[src/rtl/uart_isr_pkg.sv]
package uart_isr_pkg;
   localparam int NSRC = 7;

   localparam int IX_LINE  = 0;
   localparam int IX_RXRDY = 1;
   localparam int IX_TMO   = 2;
   localparam int IX_TXE   = 3;
   localparam int IX_MODEM = 4;
   localparam int IX_XOFF  = 5;
   localparam int IX_FLOW  = 6;

   function automatic logic [5:0] src_code(input int idx);
      case (idx)
         IX_LINE:  return 6'b000110;
         IX_RXRDY: return 6'b000100;
         IX_TMO:   return 6'b001100;
         IX_TXE:   return 6'b000010;
         IX_MODEM: return 6'b000000;
         IX_XOFF:  return 6'b010000;
         IX_FLOW:  return 6'b100000;
         default:  return 6'b000001;
      endcase
   endfunction
endpackage

[src/rtl/isr_evt_latch.sv]
module isr_evt_latch (
   input  logic clk,
   input  logic rst_n,
   input  logic set_i,
   input  logic clr_i,
   output logic q_o
);
   always_ff @(posedge clk or negedge rst_n) begin
      if (!rst_n) q_o <= 1'b0;
      else        q_o <= set_i | (q_o & ~clr_i);
   end

   a_r12_set_wins: assert property (@(posedge clk) disable iff (!rst_n)
      set_i |=> q_o);
endmodule

[src/rtl/isr_rx_watch.sv]
module isr_rx_watch #(
   parameter int LVL_W = 6
) (
   input  logic             fifo_en,
   input  logic [LVL_W-1:0] rx_level,
   input  logic [LVL_W-1:0] rx_trig,
   input  logic             rx_pop,
   output logic             ready_o,
   output logic             tmo_clr_o
);
   localparam logic [LVL_W-1:0] ONE = LVL_W'(1);
   logic [LVL_W-1:0] thr;

   assign thr       = fifo_en ? rx_trig : ONE;
   assign ready_o   = (rx_level >= thr);
   assign tmo_clr_o = rx_pop & (rx_level <= thr);
endmodule

[src/rtl/isr_prio_pick.sv]
module isr_prio_pick #(
   parameter int N = 7
) (
   input  logic [N-1:0] req_i,
   output logic [N-1:0] gnt_o,
   output logic         any_o
);
   logic [N:0] blocked;
   assign blocked[0] = 1'b0;

   for (genvar i = 0; i < N; i++) begin : g_chain
      assign gnt_o[i]       = req_i[i] & ~blocked[i];
      assign blocked[i + 1] = blocked[i] | req_i[i];
   end

   assign any_o = blocked[N];

   a_r2_onehot_grant: assert final ($onehot0(gnt_o));
endmodule

[src/rtl/uart_irq_status.sv]
module uart_irq_status
   import uart_isr_pkg::*;
#(
   parameter int LVL_W        = 6,
   parameter bit ENH_SUPPORT  = 1'b1
) (
   input  logic             clk,
   input  logic             rst_n,
   input  logic             fifo_en,
   input  logic             enh_en,
   input  logic [6:0]       src_en,
   input  logic [LVL_W-1:0] rx_level,
   input  logic [LVL_W-1:0] rx_trig,
   input  logic             rx_pop,
   input  logic             line_evt,
   input  logic             tmo_evt,
   input  logic             tx_evt,
   input  logic             modem_evt,
   input  logic             xoff_evt,
   input  logic             xon_evt,
   input  logic             flow_evt,
   input  logic             isr_rd,
   input  logic             lsr_rd,
   input  logic             msr_rd,
   output logic [7:0]       isr,
   output logic             irq
);
   if (LVL_W < 1 || LVL_W > 16) begin : g_bad_lvl
      $error("uart_irq_status: LVL_W out of range");
   end
   if (NSRC != 7) begin : g_bad_nsrc
      $error("uart_irq_status: source count must be 7");
   end

   logic [NSRC-1:0] cond, pend, gnt;
   logic            any_pend;
   logic            rx_ready, tmo_clr;
   logic            line_q, tmo_q, tx_q, modem_q;
   logic            xoff_q, flow_q, stk_q, enh_act;

   isr_rx_watch #(.LVL_W(LVL_W)) u_rx (
      .fifo_en   (fifo_en),
      .rx_level  (rx_level),
      .rx_trig   (rx_trig),
      .rx_pop    (rx_pop),
      .ready_o   (rx_ready),
      .tmo_clr_o (tmo_clr)
   );

   isr_evt_latch u_line  (.clk, .rst_n, .set_i(line_evt),  .clr_i(lsr_rd),  .q_o(line_q));
   isr_evt_latch u_tmo   (.clk, .rst_n, .set_i(tmo_evt),   .clr_i(tmo_clr), .q_o(tmo_q));
   isr_evt_latch u_tx    (.clk, .rst_n, .set_i(tx_evt),
                          .clr_i(isr_rd & gnt[IX_TXE]), .q_o(tx_q));
   isr_evt_latch u_modem (.clk, .rst_n, .set_i(modem_evt), .clr_i(msr_rd),  .q_o(modem_q));

   if (ENH_SUPPORT) begin : g_enh
      isr_evt_latch u_xoff (.clk, .rst_n, .set_i(xoff_evt),
                            .clr_i(isr_rd & gnt[IX_XOFF]), .q_o(xoff_q));
      isr_evt_latch u_stk  (.clk, .rst_n, .set_i(xoff_evt), .clr_i(xon_evt), .q_o(stk_q));
      isr_evt_latch u_flow (.clk, .rst_n, .set_i(flow_evt), .clr_i(msr_rd),  .q_o(flow_q));
      assign enh_act = enh_en;
   end else begin : g_noenh
      logic unused_enh;
      assign unused_enh = ^{xoff_evt, xon_evt, flow_evt, enh_en};
      assign xoff_q  = 1'b0;
      assign stk_q   = 1'b0;
      assign flow_q  = 1'b0;
      assign enh_act = 1'b0;
   end

   assign cond[IX_LINE]  = line_q;
   assign cond[IX_RXRDY] = rx_ready;
   assign cond[IX_TMO]   = tmo_q;
   assign cond[IX_TXE]   = tx_q;
   assign cond[IX_MODEM] = modem_q;
   assign cond[IX_XOFF]  = xoff_q;
   assign cond[IX_FLOW]  = flow_q;

   for (genvar i = 0; i < NSRC; i++) begin : g_pend
      if (i >= IX_XOFF) begin : g_ext
         assign pend[i] = cond[i] & src_en[i] & enh_act;
      end else begin : g_base
         assign pend[i] = cond[i] & src_en[i];
      end
   end

   isr_prio_pick #(.N(NSRC)) u_pick (
      .req_i (pend),
      .gnt_o (gnt),
      .any_o (any_pend)
   );

   logic [5:0] code;
   always_comb begin
      code = 6'b000000;
      for (int i = 0; i < NSRC; i++) begin
         if (gnt[i]) code = code | src_code(i);
      end
      if (!any_pend) code = 6'b000001;
      code[4] = code[4] | (enh_act & stk_q);
   end

   assign isr = {fifo_en, fifo_en, code};
   assign irq = ~isr[0];

   a_r3_irq_matches: assert property (@(posedge clk) disable iff (!rst_n)
      irq == (|pend));
   a_r4_ext_hidden: assert property (@(posedge clk) disable iff (!rst_n)
      !enh_en |-> (isr[5:4] == 2'b00));
   a_r5_line_clear: assert property (@(posedge clk) disable iff (!rst_n)
      (lsr_rd && !line_evt) |=> !line_q);
   a_r7_tmo_clear: assert property (@(posedge clk) disable iff (!rst_n)
      (rx_pop && fifo_en && (rx_level <= rx_trig) && !tmo_evt) |=> !tmo_q);
   a_r8_tx_kept: assert property (@(posedge clk) disable iff (!rst_n)
      (tx_q && !isr_rd) |=> tx_q);
   a_r9_msr_clear: assert property (@(posedge clk) disable iff (!rst_n)
      (msr_rd && !modem_evt) |=> !modem_q);
   a_r11_fifo_bits: assert property (@(posedge clk) disable iff (!rst_n)
      isr[7:6] == {fifo_en, fifo_en});
   a_r1_line_priority: assert property (@(posedge clk) disable iff (!rst_n)
      (line_q && src_en[0]) |-> (isr[5:0] == 6'b000110 || isr[5:0] == 6'b010110));
endmodule

[config.mk]
export PLATFORM = sky130hd
export DESIGN_NAME = uart_irq_status
export DESIGN_NICKNAME = d
export VERILOG_FILES = /design/src/rtl/uart_isr_pkg.sv /design/src/rtl/isr_evt_latch.sv /design/src/rtl/isr_rx_watch.sv /design/src/rtl/isr_prio_pick.sv /design/src/rtl/uart_irq_status.sv
export SDC_FILE = /design/constraint.sdc
export NUM_CORES = 1
export LEC_CHECK = 0
export ABC_AREA = 1
export ABC_CLOCK_PERIOD_IN_PS = 5500
export BUFFER_PORTS_ARGS = -buffer_cell sky130_fd_sc_hd__buf_2
export CORE_MARGIN = 1
export CORE_UTILIZATION = 43
export CTS_CLUSTER_DIAMETER = 60
export CTS_CLUSTER_SIZE = 16
export DETAILED_ROUTE_END_ITERATION = 7
export HOLD_SLACK_MARGIN = 0.15
export PLACE_DENSITY = 0.83
export SLEW_MARGIN = 20
export SYNTH_ARGS = -nofsm -noshare
export SYNTH_HDL_FRONTEND = slang
export SYNTH_SLANG_ARGS = --single-unit
[constraint.sdc]
create_clock -name clk -period 5.5 [get_ports clk]
set_clock_uncertainty 0.2 [all_clocks]
set_input_delay 1.1 -clock clk [delete_from_list [all_inputs] [get_ports clk]]
set_output_delay 1.1 -clock clk [all_outputs]
set_load 0.01 [all_outputs]
# Word level (Yosys, flattened, before mapping)
# Cells that the tools add are included.
[op_classes] magnitude_cmp=2 n_mux=15 bitwise=59
[op_table] op="6-bit two-way mux" count=14
[op_table] op="6-bit OR" count=5
[op_table] op="1-bit bitwise AND" count=26
[op_table] op="1-bit OR" count=14
[op_table] op="1-bit inverter" count=13
[op_table] op="6-bit >= comparator" count=1
[op_table] op="6-bit <= comparator" count=1
[op_table] op="3-bit by 6-bit OR with 6-bit output" count=1
[op_table] op="3-bit two-way mux" count=1
[word_totals] reg_bits=7 in_bits=34 output_inout_bits=9 word_cells=83

# Logic depth before layout (Yosys ltp)
[depth] depth_word=19 mapped_depth=12 mapped_depth_nobuf=12

# By module
# A second synthesis with hierarchy kept.
[unflattened] cells_unflattened=120 area_unflattened_um2=721.9
[by_module_without_submodules] mod="isr_evt_latch" n_inst=7 cells_per_inst=5 area_each_um2=40.0 seq_area_each_um2=25.0
[by_module_without_submodules] mod="isr_rx_watch" n_inst=1 cells_per_inst=33 area_each_um2=205.2 seq_area_each_um2=0.0
[by_module_without_submodules] mod="uart_irq_status" n_inst=1 cells_per_inst=34 area_each_um2=142.6 seq_area_each_um2=0.0
[by_module_without_submodules] mod="isr_prio_pick" n_inst=1 cells_per_inst=18 area_each_um2=93.8 seq_area_each_um2=0.0

# Worst setup path before layout
# OpenSTA, ideal clock, no wires.
[synth_timing] path_kind="input-to-output" start="input fifo_en" end="output isr[5]" arrival_time_ns=2.319 setup_slack_ns=1.881 path_stages=9 n_path_buf=0 cell_sequence="nand2_1 ha_1 nand2_2 inv_2 a21oi_4 nand3_2 nand2_4 nand3_4 nor4_1"
[synth_via] elab_chain_len=16 elab_cells_between_ends=32
[synth_rtl] item="start: declaration" line="uart_irq_status.sv:9" text="input logic fifo_en,"
[synth_rtl] item="6-bit two-way mux *" line="isr_rx_watch.sv:14" text="assign thr = fifo_en ? rx_trig : ONE;"
[synth_rtl] item="6-bit >= comparator *" line="isr_rx_watch.sv:15" text="assign ready_o = (rx_level >= thr);"
[synth_rtl] item="1-bit bitwise AND *" line="uart_irq_status.sv:83" text="assign pend[i] = cond[i] & src_en[i];"
[synth_rtl] item="1-bit bitwise AND or 1-bit OR (tied branches)" line="isr_prio_pick.sv:12, isr_prio_pick.sv:13"
[synth_rtl] item="6-bit two-way mux or 1-bit inverter (tied branches)" line="uart_irq_status.sv:97, isr_prio_pick.sv:12"
[synth_rtl] item="6-bit OR or 1-bit bitwise AND (tied branches)" line="uart_irq_status.sv:97, isr_prio_pick.sv:12"
[synth_rtl] item="6-bit two-way mux" line="uart_irq_status.sv:97" text="if (gnt[i]) code = code | src_code(i);"
[synth_rtl] item="6-bit OR" line="uart_irq_status.sv:97"
[synth_rtl] item="6-bit two-way mux" line="uart_irq_status.sv:97"
[synth_rtl] item="6-bit OR" line="uart_irq_status.sv:97"
[synth_rtl] item="6-bit two-way mux" line="uart_irq_status.sv:97"
[synth_rtl] item="6-bit OR" line="uart_irq_status.sv:97"
[synth_rtl] item="6-bit two-way mux" line="uart_irq_status.sv:97"
[synth_rtl] item="6-bit OR" line="uart_irq_status.sv:97"
[synth_rtl] item="6-bit two-way mux" line="uart_irq_status.sv:97"
[synth_rtl] item="6-bit two-way mux *" line="uart_irq_status.sv:99" text="if (!any_pend) code = 6'b000001;"
[synth_rtl] item="end: declaration" line="uart_irq_status.sv:25" text="output logic [7:0] isr,"
# Every way passes the cells marked *; elsewhere a longest branch is shown, timed or not.

# Worst setup path in the final report
# Same ends and word-level chain as after synthesis.

==> run_results.csv <==
group,metric,value,unit
global_route,antenna_found_initial,0,
setup_path,end_kind,"output port",
clock_tree,cts_setup_buffers,0,
synthesis,synth-compound-area-share,10.8,%
synthesis,ys_warn_count,0,
setup_path,crit_buf_inv,3,
synthesis,yosysSeqAreaShare,27.9,%
global_route,grt_pass1_wl,2150,um
setup_path,start_kind,"input port",
flow_run,cap_viol_max_count,0,
synthesis,avgSynthCellArea,7.74,um2
global_route,grt_use_total,20.3,%
clock_tree,cts_root_buf,"clkbuf_4",
floorplan,start_util,47.0,%
floorplan,die-height,40.2,um
final_layout,area_growth,38.3,%
sta,max_freq,260,MHz
placement,io_buffers,42,
global_route,grt_max_degree,9,
sta,slew_headroom,82.7,%
drt,routedWlPerCell,9.82,um
global_route,grt_pass1_vias,583,
sta,tightest_slew,257,ps
final_layout,num_antenna_cells,0,
final_layout,drive_above_1_share,48.0,%
placement,gp_congestion,0.703,
clock_tree,h-tree-depth,1,
setup_path,cp_data_required_time,4200,ps
drt,drt-vias-per-instance,4.60,
sta,rsz0062_at_grt,"false",
sta,setup_viol,0,
clock_tree,worstSkewPairLatency,250,ps
placement,placed_cells,136,
drt,drt_iter0_markers,8,
clock_tree,postCtsHoldBufs,0,
clock_tree,clkTransAtPathRegs,50,ps
floorplan,dieArea,0.00161,mm2
clock_tree,clockBufferDepth,2,
hold_path,holdCritPathClass,"flip-flop to flip-flop",
setup_path,arrival,2550,ps
synthesis,ys_types,22,
drt,totalWireLength,1380,um
sta,fin_tns_setup,0,ps
synthesis,synth_area,627,um2
floorplan,fp.dieW,40.2,um
drt,via_count,644,
clock_tree,cts_tree,"built",
setup_path,crit_type,"input port to output port",
placement,dpl.hpwl,1240,um
final_layout,final_cells,140,
final_layout,fin_util,65.0,%
final_layout,nNetsFinal,166,
synthesis,synth_simple_gate_area_share,37.3,%
floorplan,core_area,0.00133,mm2
setup_path,cp_slowest_cell,"ha_1",
sta,hold_ws,279,ps
setup_path,worst_path_most_repeated_cell,"buf_2",
synthesis,syn_nets,121,
synthesis,synth.area.mux_share,0,%
sta,maxSlewViolCount,0,
pwr,ir_drop,0.107,mV
drt,route.detailed.drc,0,
outcome,outcome,"completed",
final_layout,fin_area,867,um2
sta,period_needed,3850,ps
setup_path,cpPeakStageDelay,300,ps
synthesis,synth-seq-cells,7,
floorplan,rows,13,
setup_path,critPathMaxFanout,8,
setup_path,crit_family,"simple AND/OR/NAND/NOR gates",
global_route,grt_overflow,0,
clock_tree,cts.repair.resized,0,
clock_tree,cts.sinks,7,
synthesis,synthCells,81,
synthesis,synth_fa_ha_area_share,12.0,%
drt,ant_nets,0,
synthesis,synth-xor-area-share,0,%
placement,placed_area,841,um2
sta,period_share,70.0,%
sta,hold_viol,0,
pwr,leakage,0.532,nW
drt,first_pass_iters,4,
floorplan,ios,43,
pwr,p_per_area,180,mW/mm2
clock_tree,cts_made_buffers,3,
setup_path,crit_chain,"buf_2 -> nand2_1 -> ha_1 -> nand2_2 -> inv_2 -> a21oi_4 -> nand3_2 -> nand2_4 -> nand3_4 -> nor4_1 -> buf_2",
synthesis,synth_top_family_by_area,"simple AND/OR/NAND/NOR gates",
==> sequential cells by signal, indices dropped and copies added, names as in the netlist <==
signal and count:
g_enh.u_flow.q_o 1, g_enh.u_stk.q_o 1, g_enh.u_xoff.q_o 1, u_line.q_o 1, u_modem.q_o 1, u_tmo.q_o 1, u_tx.q_o 1
==> final cells by class <==
class	instances	area, um2
fillers	121	467
multi-input cells	56	377
repair buffers	42	210
flip-flops and latches	7	175
inverters	16	60.1
clock buffers	4	26.3
well taps	15	18.8
==> metrics by stage <==
stage | power, W | setup WS, ps
5_1_grt | 0.000168 | 1530
3_3_place_gp | 0.000110 | 1720
6_report | 0.000156 | 1650
3_5_place_dp | 0.000112 | 1650
2_1_floorplan | 0.0000902 | 1880
4_1_cts | 0.000158 | 1650
==> layout by cell type (no fill, tap or decap), types with 2 or more instances in the layout <==
cell	n
buf_2	42
nand2_1	26
inv_1	14
dfrtp_1	7
ha_1	6
nand3_2	4
o21bai_1	3
clkbuf_4	3
nand2_2	2
inv_2	2
nand2_4	2
nand3_1	2
==> routing by layer <==
metal  routed length (um)  vias up  track usage, %  part of all wire [%]
met2                  792       17            38.7                    58
met4                   13        0            12.5                  0.95
li1                     -      342               -                     -
met5                    0        -               0                     0
met3                   39        2            2.22                   2.8
met1                  529      283            20.7                    38
==> power breakdown <==
| part | switching [W] | internal (W) | leakage [nW] |
|---|---|---|---|
| clock network | 0.0000177 | 0.0000276 | 0.0150 |
| logic | 0.0000292 | 0.0000246 | 0.446 |
| registers | 0.00000185 | 0.0000548 | 0.0708 |
==> cells in the mapped netlist <==
cell	instances	area, um2
dfrtp_1	7	175
nand3_1	2	10.0
o21ai_1	1	5.00
nand2_4	2	22.5
nand4_1	1	6.26
nor2_4	1	11.3
o21bai_1	3	22.5
nand3_4	1	17.5
o21bai_2	1	11.3
nand2_2	2	12.5
a21o_1	1	7.51
nor4_1	1	6.26
nand2_1	26	97.6
o21ai_0	1	5.00
nor2_1	1	3.75
buf_4	2	15.0
nand3_2	4	40.0
inv_2	2	7.51
ha_1	6	75.1
inv_1	14	52.6
a21oi_4	1	16.3
nor2_2	1	6.26
==> final timing paths <==
kind                                startpoint                    endpoint  slack [ps]  cells after the start
max reg2reg                u_tmo.q_o$_DFF_PN0_  g_enh.u_xoff.q_o$_DFF_PN0_        4270                      6
min in group asynchronous                rst_n          u_tx.q_o$_DFF_PN0_         470                      1
min                        u_tmo.q_o$_DFF_PN0_         u_tmo.q_o$_DFF_PN0_         280                      1
max in group asynchronous                rst_n       u_modem.q_o$_DFF_PN0_        4480                      1
max                                    fifo_en                      isr[5]        1650                     11
min reg2reg                u_tmo.q_o$_DFF_PN0_         u_tmo.q_o$_DFF_PN0_         280                      1
==> cell families (layout without fill, tap and decap cells) <==
logic type / count (synthesis) / after routing
AND/OR/NAND/NOR: 42 / 42
adder cells (fa/ha/maj): 6 / 6
buffers and inverters: 18 / 62
AO/OA/AOI/OAI: 8 / 8
flip-flops: 7 / 7
No activity file was read; power rests on OpenSTA's default activity.
